### src/rtl/sinc_pkg.sv
package sinc_pkg;
  typedef enum logic [1:0] {
    MODE_RAW = 2'd0,
    MODE_S1  = 2'd1,
    MODE_S2  = 2'd2,
    MODE_S3  = 2'd3
  } mode_t;
  localparam int MAX_ORDER = 3;
endpackage

### src/rtl/sinc_front.sv
module sinc_front #(
  parameter int SYNC = 2
) (
  input  logic clk,
  input  logic rst,
  input  logic ext_sel,
  input  logic ext_bclk,
  input  logic ext_data,
  input  logic int_bit,
  output logic tick,
  output logic bit_o
);
  logic [SYNC-1:0] clk_sy;
  logic [SYNC-1:0] dat_sy;
  logic            clk_last;
  logic            rise;

  always_ff @(posedge clk) begin
    if (rst) begin
      clk_sy   <= '0;
      dat_sy   <= '0;
      clk_last <= 1'b0;
    end else begin
      clk_sy   <= {clk_sy[SYNC-2:0], ext_bclk};
      dat_sy   <= {dat_sy[SYNC-2:0], ext_data};
      clk_last <= clk_sy[SYNC-1];
    end
  end

  assign rise  = clk_sy[SYNC-1] & ~clk_last;
  assign tick  = ext_sel ? rise : 1'b1;
  assign bit_o = ext_sel ? dat_sy[SYNC-1] : int_bit;


  edge_single_chk: assert property (@(posedge clk) disable iff (rst)
    (ext_sel && tick) |=> (!ext_sel || !tick));
endmodule

### src/rtl/sinc_integ.sv
module sinc_integ #(
  parameter int W     = 27,
  parameter int ORDER = 3
) (
  input  logic                      clk,
  input  logic                      rst,
  input  logic                      tick,
  input  logic                      bit_i,
  output logic [ORDER-1:0][W-1:0]   acc_nxt
);
  logic [ORDER-1:0][W-1:0] acc;

  for (genvar s = 0; s < ORDER; s++) begin : g_stage
    if (s == 0) begin : g_first
      assign acc_nxt[s] = acc[s] + W'(bit_i);
    end else begin : g_rest
      assign acc_nxt[s] = acc[s] + acc_nxt[s-1];
    end
    always_ff @(posedge clk) begin
      if (rst)       acc[s] <= '0;
      else if (tick) acc[s] <= acc_nxt[s];
    end
  end


  first_stage_step_chk: assert property (@(posedge clk) disable iff (rst)
    !tick |=> $stable(acc[0]));
endmodule

### src/rtl/sinc_comb.sv
module sinc_comb #(
  parameter int W     = 27,
  parameter int ORDER = 3
) (
  input  logic         clk,
  input  logic         rst,
  input  logic         load,
  input  logic [1:0]   order,
  input  logic [W-1:0] samp,
  output logic [W-1:0] y
);
  logic [ORDER-1:0][W-1:0] dly;
  logic [ORDER-1:0][W-1:0] diff;

  for (genvar s = 0; s < ORDER; s++) begin : g_comb
    if (s == 0) begin : g_first
      assign diff[s] = samp - dly[s];
      always_ff @(posedge clk) begin
        if (rst)       dly[s] <= '0;
        else if (load) dly[s] <= samp;
      end
    end else begin : g_rest
      assign diff[s] = diff[s-1] - dly[s];
      always_ff @(posedge clk) begin
        if (rst)       dly[s] <= '0;
        else if (load) dly[s] <= diff[s-1];
      end
    end
  end

  always_comb begin
    y = diff[0];
    for (int i = 1; i < ORDER; i++)
      if (int'(order) == i + 1) y = diff[i];
  end
endmodule

### src/rtl/sinc_decim.sv
module sinc_decim
  import sinc_pkg::*;
#(
  parameter int ACC_W  = 27,
  parameter int PER_W  = 16,
  parameter int OUT_W  = 32,
  parameter int SYNC   = 2
) (
  input  logic             clk,
  input  logic             rst,
  input  logic [1:0]       mode,
  input  logic [PER_W-1:0] period,
  input  logic             ext_sel,
  input  logic             ext_bclk,
  input  logic             ext_data,
  input  logic             int_bit,
  input  logic             rd_ack,
  output logic [OUT_W-1:0] result,
  output logic             res_stb,
  output logic             res_ready,
  output logic             overrun
);
  localparam int RAW_LEN = OUT_W;

  logic tick, bit_s;
  logic [MAX_ORDER-1:0][ACC_W-1:0] acc_nxt;
  logic [ACC_W-1:0] samp, comb_y;
  logic [OUT_W-1:0] shreg, raw_word;

  mode_t            mode_req, mode_act;
  logic [PER_W-1:0] per_act, cnt, neff;
  logic [1:0]       settle, k_act, k_req, sel;
  logic             bnd, cfg_chg, emit;

  sinc_front #(.SYNC(SYNC)) u_front (
    .clk(clk), .rst(rst), .ext_sel(ext_sel), .ext_bclk(ext_bclk),
    .ext_data(ext_data), .int_bit(int_bit), .tick(tick), .bit_o(bit_s)
  );

  sinc_integ #(.W(ACC_W), .ORDER(MAX_ORDER)) u_integ (
    .clk(clk), .rst(rst), .tick(tick), .bit_i(bit_s), .acc_nxt(acc_nxt)
  );

  assign mode_req = mode_t'(mode);
  assign k_req    = (mode_req == MODE_RAW) ? 2'd1 : mode;
  assign k_act    = (mode_act == MODE_RAW) ? 2'd1 : 2'(mode_act);
  assign sel      = k_req - 2'd1;
  assign samp     = acc_nxt[sel];

  sinc_comb #(.W(ACC_W), .ORDER(MAX_ORDER)) u_comb (
    .clk(clk), .rst(rst), .load(bnd), .order(k_req), .samp(samp), .y(comb_y)
  );

  assign neff     = (mode_act == MODE_RAW) ? PER_W'(RAW_LEN) :
                    ((per_act == '0) ? PER_W'(1) : per_act);
  assign bnd      = tick && (cnt == neff - PER_W'(1));
  assign cfg_chg  = (mode_req != mode_act) || (period != per_act);
  assign emit     = bnd && !cfg_chg && ((3'(settle) + 3'd1) >= 3'(k_act));
  assign raw_word = {shreg[OUT_W-2:0], bit_s};

  always_ff @(posedge clk) begin
    if (rst) begin
      cnt       <= '0;
      mode_act  <= mode_req;
      per_act   <= period;
      settle    <= '0;
      shreg     <= '0;
      result    <= '0;
      res_stb   <= 1'b0;
      res_ready <= 1'b0;
      overrun   <= 1'b0;
    end else begin
      res_stb <= 1'b0;
      if (tick) begin
        shreg <= raw_word;
        cnt   <= bnd ? '0 : cnt + PER_W'(1);
      end
      if (bnd) begin
        mode_act <= mode_req;
        per_act  <= period;
        if (cfg_chg)              settle <= '0;
        else if (settle != 2'd3)  settle <= settle + 2'd1;
      end
      if (emit) begin
        result    <= (mode_act == MODE_RAW) ? raw_word : OUT_W'(comb_y);
        res_stb   <= 1'b1;
        res_ready <= 1'b1;
        if (res_ready && !rd_ack) overrun <= 1'b1;
      end else if (rd_ack) begin
        res_ready <= 1'b0;
      end
    end
  end


  ovr_sticky_chk: assert property (@(posedge clk) disable iff (rst)
    overrun |=> overrun);

  stb_ready_chk: assert property (@(posedge clk) disable iff (rst)
    res_stb |-> res_ready);

  hold_chk: assert property (@(posedge clk) disable iff (rst)
    !res_stb |=> (res_stb || $stable(result)));

  sinc_width_chk: assert property (@(posedge clk) disable iff (rst)
    (res_stb && mode_act != MODE_RAW) |-> (result[OUT_W-1:ACC_W] == '0));

  cnt_range_chk: assert property (@(posedge clk) disable iff (rst)
    cnt < neff);
endmodule

### config.mk
export PLATFORM = sky130hd
export DESIGN_NAME = sinc_decim
export DESIGN_NICKNAME = d
export VERILOG_FILES = /design/src/rtl/sinc_pkg.sv /design/src/rtl/sinc_front.sv /design/src/rtl/sinc_integ.sv /design/src/rtl/sinc_comb.sv /design/src/rtl/sinc_decim.sv
export SDC_FILE = /design/constraint.sdc
export NUM_CORES = 1
export LEC_CHECK = 0
export ABC_AREA = 0
export BUFFER_PORTS_ARGS = -buffer_cell sky130_fd_sc_hd__buf_4
export CORE_MARGIN = 4
export CORE_UTILIZATION = 60
export DETAILED_ROUTE_END_ITERATION = 8
export PLACE_DENSITY = 0.88
export SLEW_MARGIN = 10
export SYNTH_ARGS = -nofsm -noshare
export SYNTH_HDL_FRONTEND = slang
export SYNTH_HIERARCHICAL = 1
export SYNTH_SLANG_ARGS = --single-unit
### constraint.sdc
create_clock -name clk -period 17.1 [get_ports clk]
set_input_delay 0.855 -clock clk [delete_from_list [all_inputs] [get_ports clk]]
set_output_delay 0.855 -clock clk [all_outputs]
set_load 0.005 [all_outputs]
==> results of run 1 <==
final cells by class:
class / instances / area [um2]
inverter: 126 / 473
clock buffer: 45 / 911
fill: 2679 / 11600
sequential: 269 / 5570
clock inverter: 10 / 143
tap: 448 / 561
timing repair buffer: 67 / 534
multi-input combinational: 1944 / 13600
state kept, by name, summed over array words and instances, names as in the netlist:
register,cells
cnt,16
u_comb/dly,81
shreg,31
res_ready,1
mode_act,2
u_front/clk_sy,2
u_integ/acc,81
result,32
res_stb,1
overrun,1
settle,2
u_front/dat_sy,2
per_act,16
u_front/clk_last,1
layout by cell type (no fill, tap or decap), types with 57 or more instances in the layout:
cell,synthesis,routed
sky130_fd_sc_hd__nor2_1,340,338
sky130_fd_sc_hd__dfxtp_1,251,251
sky130_fd_sc_hd__mux2i_1,194,194
sky130_fd_sc_hd__a21oi_1,176,176
sky130_fd_sc_hd__nand2_1,171,171
sky130_fd_sc_hd__ha_1,144,144
sky130_fd_sc_hd__inv_1,125,125
sky130_fd_sc_hd__xor2_1,103,103
sky130_fd_sc_hd__xnor2_1,101,101
sky130_fd_sc_hd__o21ai_0,79,78
sky130_fd_sc_hd__buf_4,5,64
sky130_fd_sc_hd__a21o_1,62,62
sky130_fd_sc_hd__nand3_1,57,57
worst reg2reg max path, delay by kind of cell (launching register included):
kind | cells | cell delay, ps
DFF | 1 | 290
muxes | 3 | 690
adders and majority gates | 7 | 2340
xor gates and xnor gates | 5 | 1140
and+or+nand+nor | 15 | 2650
AOI/OAI and AO/OA | 16 | 3800
power breakdown:
part	switching (W)	leakage, nW	internal, W
clock	0.000272	0.517	0.000414
combinational	0.000388	6.50	0.000268
sequential	0.0000137	2.20	0.000643
logic make-up after synthesis:
group	after synthesis	share of synthesized area, %
AOI/OAI and AO/OA	509	16.1
xor gates and xnor gates	205	8.89
adders and majority gates	150	9.48
buffers and inverters	260	5.57
DFF	269	27.5
muxes	224	11.7
and+or+nand+nor	856	20.9
metal layers:
metal | GRT usage (%) | share of wire (%) | vias up | routed length (um)
li1 | - | - | 8611 | -
met1 | 34.3 | 44 | 8478 | 22000
met2 | 45.7 | 48 | 603 | 23800
met3 | 2.89 | 5.2 | 106 | 2580
met4 | 8.04 | 2.9 | 0 | 1430
met5 | 0 | 0 | - | 0
worst max-delay path by stage:
| stage | endpoint | startpoint | slack (ps) |
|---|---|---|---|
| floorplan | result[26] | ext_sel | 6920 |
| global placement | result[26] | ext_sel | 5840 |
| detailed placement | result[26] | ext_sel | 5510 |
| CTS | result[26] | ext_sel | 6090 |
| global route | result[26] | ext_sel | 5220 |
| finish | result[26] | ext_sel | 5970 |
metrics by stage:
step	cells	hold slack, ps	utilization (%)	setup slack (ps)	instance area [um2]
floorplan	2473	407	-	6920	20300
global placement	2854	426	62.0	5840	20800
detailed placement	2854	439	62.0	5510	20800
CTS	2909	434	65.2	6090	21800
global route	2909	439	65.2	5220	21800
finish	2909	453	65.2	5970	21800
==> metrics list, run 1 <==
- Counting flops and latches in the post-synthesis netlist gives 269.
- Detail-routed via count per cell: 6.12
- Worst path bufs/invs: 1
- Headroom to the max-slew limit: 43.5%
- Placeable core region: 33400 um2
- Post-route minimum period: 11130 ps
* Critical-path maximum fanout: 9
- Across the VDD grid, the largest voltage drop is 0.0896 mV.
- 60 I/O pins were placed.
- In this run, synthesis inferred 18 flip-flops with an integrated enable.
- Final ANT Viol Nets: 0
- By instance count, the cell type seen most on the critical path is sky130_fd_sc_hd__ha_1.
- ANT cells: 0
- By area the synthesized netlist is led by sky130_fd_sc_hd__dfxtp_1 (25%), sky130_fd_sc_hd__mux2i_1 (9.6%), sky130_fd_sc_hd__ha_1 (8.9%).
* Overall global routing resource usage: 26.3%
* Largest buffer count on any clock path: 3
- The HPWL after detailed placement is 35.1 mm.
* Total leakage power: 9.21 nW
- Clock latency on the worst-skew pair, taken at its later pin, is 590 ps.
- The worst setup path is captured at a flop.
* Total via count in the routed design: 17800
* Number of cells traversed by the worst hold path: 1
* Placer congestion estimate: 0.965
- By count the netlist is led by sky130_fd_sc_hd__nor2_1 (340), sky130_fd_sc_hd__dfxtp_1 (251), sky130_fd_sc_hd__mux2i_1 (194).
* Detailed-route wire length: 49.8 mm
* Post-CTS repair timing setup buffer count: 0
* Startpoint of the worst hold path: u_front/clk_sy[0]
- The tool flagged a number of max-cap violations equal to 0.
* Die width: 192 um
* Proportion of netlist area held by the largest area contributor: 24.8%
* Number of different library cells in the post-synthesis netlist: 110
- P per Cell Area: 91.6 nW/um2
- Clock sink total: 269
- CTS-repair resized insts: 0
* Number of cell instances on the worst register-to-register path: 46
* Area growth from synthesis to final layout: 7.56%
- Routed wirelength normalized by instance count: 17.1 um
- Most used DFF post-synth: sky130_fd_sc_hd__dfxtp_1
* Die footprint: 36800 um2
- In the post-synthesis netlist, the cell with the most instances is sky130_fd_sc_hd__nor2_1.
* CP peak stage delay: 630 ps
* Post-synth top area cell: sky130_fd_sc_hd__dfxtp_1
* Total clock buffers created by CTS: 31
- Port buffering added 59 buffers.
* Post-Syn Instances: 2473
* Net Count, Synth: 2648
* Layout cells sized above 1: 8.70%
- Die height: 192 um
- The path with the worst hold slack has its endpoint at u_front/clk_sy[1].
- The first detailed-routing pass took 6 iterations.
- Post-synthesis async set-or-reset flop share: 0%
- In this run the core area contains 67 standard-cell rows.
* Total power of the final layout: 0.00200 W
- HP Class: reg -> reg
- RSZ-0062 raised after global routing: no
- Worst setup path class: in -> reg
- The worst register-to-register path has a setup slack of 6120 ps.
- The via count of the first global-routing pass is 17100.
- Maximum number of pins on one net before global-route repair: 151
- Derived from the worst setup path, the maximum achievable clock frequency is 0.0898 GHz.
- Hold violation count in the final report: 0
* Mean cell area of the mapped netlist: 8.20 um2
- Global route total overflow: 0
- The first global-routing pass estimated 82.5 mm of wire.
- Total number of nets in the final design: 2614
- Initial core utilization: 60.6%
- Number of design rule violations left after detail routing: 0
- The number of max-slew violations in the final report is 0.
- Among all stages on the critical path, the largest delay is contributed by sky130_fd_sc_hd__a221oi_1.
- Sequential share of the synthesized area: 27.5%
- Setup Skew: 18.9 ps
- Clock root buffer: sky130_fd_sc_hd__clkbuf_16
* Post-synthesis cell area: 20300 um2
- Required time of the worst setup path: 17580 ps
* Endpoint of the most critical register-to-register path: result[26]
- Worst path top cell family by delay: compound AO/OA/AOI/OAI gates
- H-tree levels: 1
- TritonCTS clock tree: done
- Data arrives at the worst endpoint at 11610 ps.
- STA classifies the critical path startpoint as an input port.
* Final total negative setup slack: 0 ps
* DRT iter0 DRCs: 1396
* Count of endpoints failing setup in the final report: 0
* Cts hold-fix bufs: 0
- Final critical-path share of the clock period: 65.1%
- After clock tree synthesis, the clock-pin slew on the worst setup and hold paths is 60 ps.
* Number of antenna violations at the first check in global routing: 0
- During synthesis, Yosys emitted a total of 6 warnings.
- The run finished with clean final reports.
- For the pin with the worst max-slew slack, the measured transition is 848 ps.
* R2R Path Start: u_front/dat_sy[1]
- In this run the number of cells on the critical path is 47.
No activity file was read; power rests on OpenSTA's default activity.
==> run 2: changes to the inputs <==
CORE_UTILIZATION = 58   (was 60)
PLACE_DENSITY = 0.89   (was 0.88)
clock period = 9.5 ns   (was 17.1 ns; I/O delays follow)
==> run 2 against run 1 <==
Compared with the run above: the flow now finishes with violations (setup timing); via count rose by 11%; total power rose by 97%; sequential share of layout area fell by 3.4 points; register-to-register slack worse by 6300 ps; non-clock buffer count is 352 higher; global-route usage is 1.5 points higher.
==> metrics list, run 2 (same netlist as run 1, synthesis figures left out) <==
* Detail-routed via count per cell: 6.02
* H-tree levels: 1
* Count of endpoints failing setup in the final report: 6
* Required time of the worst setup path: 9990 ps
* TritonCTS clock tree: done
- CP peak stage delay: 430 ps
- The final reports fail on setup timing.
* Count of TritonRoute iterations in the first routing pass: 6
- The via count of the first global-routing pass was 19400.
- Global route total overflow: 0
* I/O Pins: 60
- Worst setup path class: reg -> reg
- Setup Skew: 22.1 ps
- Worst Max-Slew Pin Slew: 1090 ps
* Multi-input logic area: 14300 um2
* Crit path capture type: flop
- Among the stages of the critical path, the cell type that occurs most often is sky130_fd_sc_hd__buf_4.
- The detail route stage leaves a number of antenna-violating nets equal to 0.
* Source-to-sink clock delay at the later pin of the worst-skew pair: 600 ps
* Number of cells traversed by the worst hold path: 1
- Dividing total power by cell area gives a power density of 156 nW/um2.
- STA puts the critical path data arrival time at 10200 ps.
- Launching element type of the critical path: flop
* HP Class: in -> reg
- The largest individual stage delay along the critical path comes from the cell sky130_fd_sc_hd__ha_1.
* Floorplan row count: 68
- Clock root buffer: sky130_fd_sc_hd__clkbuf_16
- Placer congestion estimate: 0.919
- Hold violation count in the final report: 0
* Largest buffer count on any clock path: 3
* Area growth from synthesis to final layout: 23.9%
* Seq. cell area: 5570 um2
- In the final layout, the share of cells above drive strength 1 is 24.1%.
- Number of design rule violations left after detail routing: 0
- Headroom to the max-slew limit: 27.1%
- Final total negative setup slack: -830 ps
- Final critical-path share of the clock period: 102%
- Final hold analysis gives a worst-case slack of 63.6 ps.
- The initial utilization of the core area, before any placement, comes to 58.7%.
- IR analysis of the VDD net gives a maximum drop of 0.203 mV.
- Number of antenna violations at the first check in global routing: 0
- Die footprint: 38000 um2
- Die height: 195 um
- Buffers on Ports: 59
- Critical-path maximum fanout: 6
* Total number of nets in the final design: 2966
- In the final routed layout, each cell accounts on average for 17.8 um.
- R2R Path Start: u_front/dat_sy[1]
- Clock-pin slew of the registers on the worst-case setup and hold paths: 70 ps
* Fill cell count: 2236
- Post-route minimum period: 9710 ps
* Total via count in the routed design: 19700
- Placeable core region: 34500 um2
- The first global-routing pass estimated 91.5 mm of wire.
* Maxcap violations: 0
- ANT cells: 0
- In this run the horizontal extent of the chip is 195 um.
- Registers with the most flip-flops: u_comb/dly x81, u_integ/acc x81, result x32
- RSZ-0062 raised after global routing: yes
- Counting cells, the worst reg-to-reg path comes to 50.
- Worst setup slack after layout: -215 ps
* Total clock buffers created by CTS: 31
- Timing startpoint of the critical path: u_front/dat_sy[1]
* Overall global routing resource usage: 27.7%
- Total leakage power: 11.1 nW
- Most frequent cells in the layout: sky130_fd_sc_hd__buf_4 (416), sky130_fd_sc_hd__nor2_1 (335), sky130_fd_sc_hd__dfxtp_1 (250)
* DPL Wire Length: 38.8 mm
- In this run, the number of DRC markers left after iteration 0 of detailed routing was 1568.
- Static timing analysis puts the maximum clock frequency at 0.103 GHz.
- Clock sink total: 269
- Most frequent standard cell in the layout excluding fill and tap cells: sky130_fd_sc_hd__buf_4
- Detailed-route wire length: 58.3 mm
- Entering global routing, the biggest net connects 123 pins.
* Number of max-slew violations in the final report: 0
* Startpoint of the worst hold path: period[14]
* Outcome: finished, violations left
- The completed layout was analyzed and its total power is 0.00393 W.
==> run 2: changes by cell type in the layout (fill, tap and decap cells not counted), moves of 9 or more <==
| cell | change |
|---|---|
| sky130_fd_sc_hd__a21oi_2 | +29 |
| sky130_fd_sc_hd__ha_1 | -19 |
| sky130_fd_sc_hd__xor2_1 | -9 |
| sky130_fd_sc_hd__buf_4 | +352 |
| sky130_fd_sc_hd__a21oi_1 | -30 |
| sky130_fd_sc_hd__ha_4 | +12 |
| sky130_fd_sc_hd__o21ai_0 | -15 |
==> run 2: area by class of cell <==
type | instances | area share (%)
inverter | 126 | 1.88
sequential | 269 | 22.2
multi-input combinational | 1944 | 56.9
clock buffer | 46 | 3.68
tap | 455 | 2.27
timing repair buffer | 419 | 12.6
clock inverter | 9 | 0.473
==> run 2: path summary, 6_finish.rpt <==
kind                             to  slack (ps)
hold reg to reg   u_front/dat_sy[1]         450
setup / recovery         result[26]        -210
setup reg to reg         result[26]        -210
hold / removal          per_act[14]          60
==> run 2: per-layer routing <==
layer	track usage, %	wire length [um]	up-vias
met3	4.19	3460	199
li1	-	-	9298
met2	49.4	28500	751
met1	34.2	24200	9425
met5	0	0	-
met4	9.36	2130	0
==> run 2: metrics by stage <==
stage	setup slack [ps]	utilization [%]	cells	area, um2
5_1_grt	-782	72.7	3268	25100
3_3_place_gp	-456	67.2	3181	23200
6_report	-215	72.7	3268	25100
4_1_cts	0.107	71.1	3247	24500
3_5_place_dp	-646	67.2	3181	23200
2_1_floorplan	-17.3	-	2473	20400
==> run 2: power by group <==
group	internal, W	switching (W)
logic	0.000709	0.000807
clock network	0.000725	0.000506
registers	0.00116	0.0000243
==> run 2: critical path, delay by kind of cell, from the launching register on <==
| kind | cells | cell delay, ps |
|---|---|---|
| simple gates | 13 | 2160 |
| compound gates | 13 | 1870 |
| flops | 1 | 310 |
| xor+xnor | 5 | 910 |
| fa+ha+maj | 7 | 2140 |
| mux | 4 | 920 |
| buf+inv | 8 | 1320 |
==> run 2: repair_timing <==
item	4_1_cts	5_1_grt
buffers inserted	11	21
resized for setup	43	86
pin swaps	37	62
endpoints found under the setup margin	7	11
hold buffers	0	0
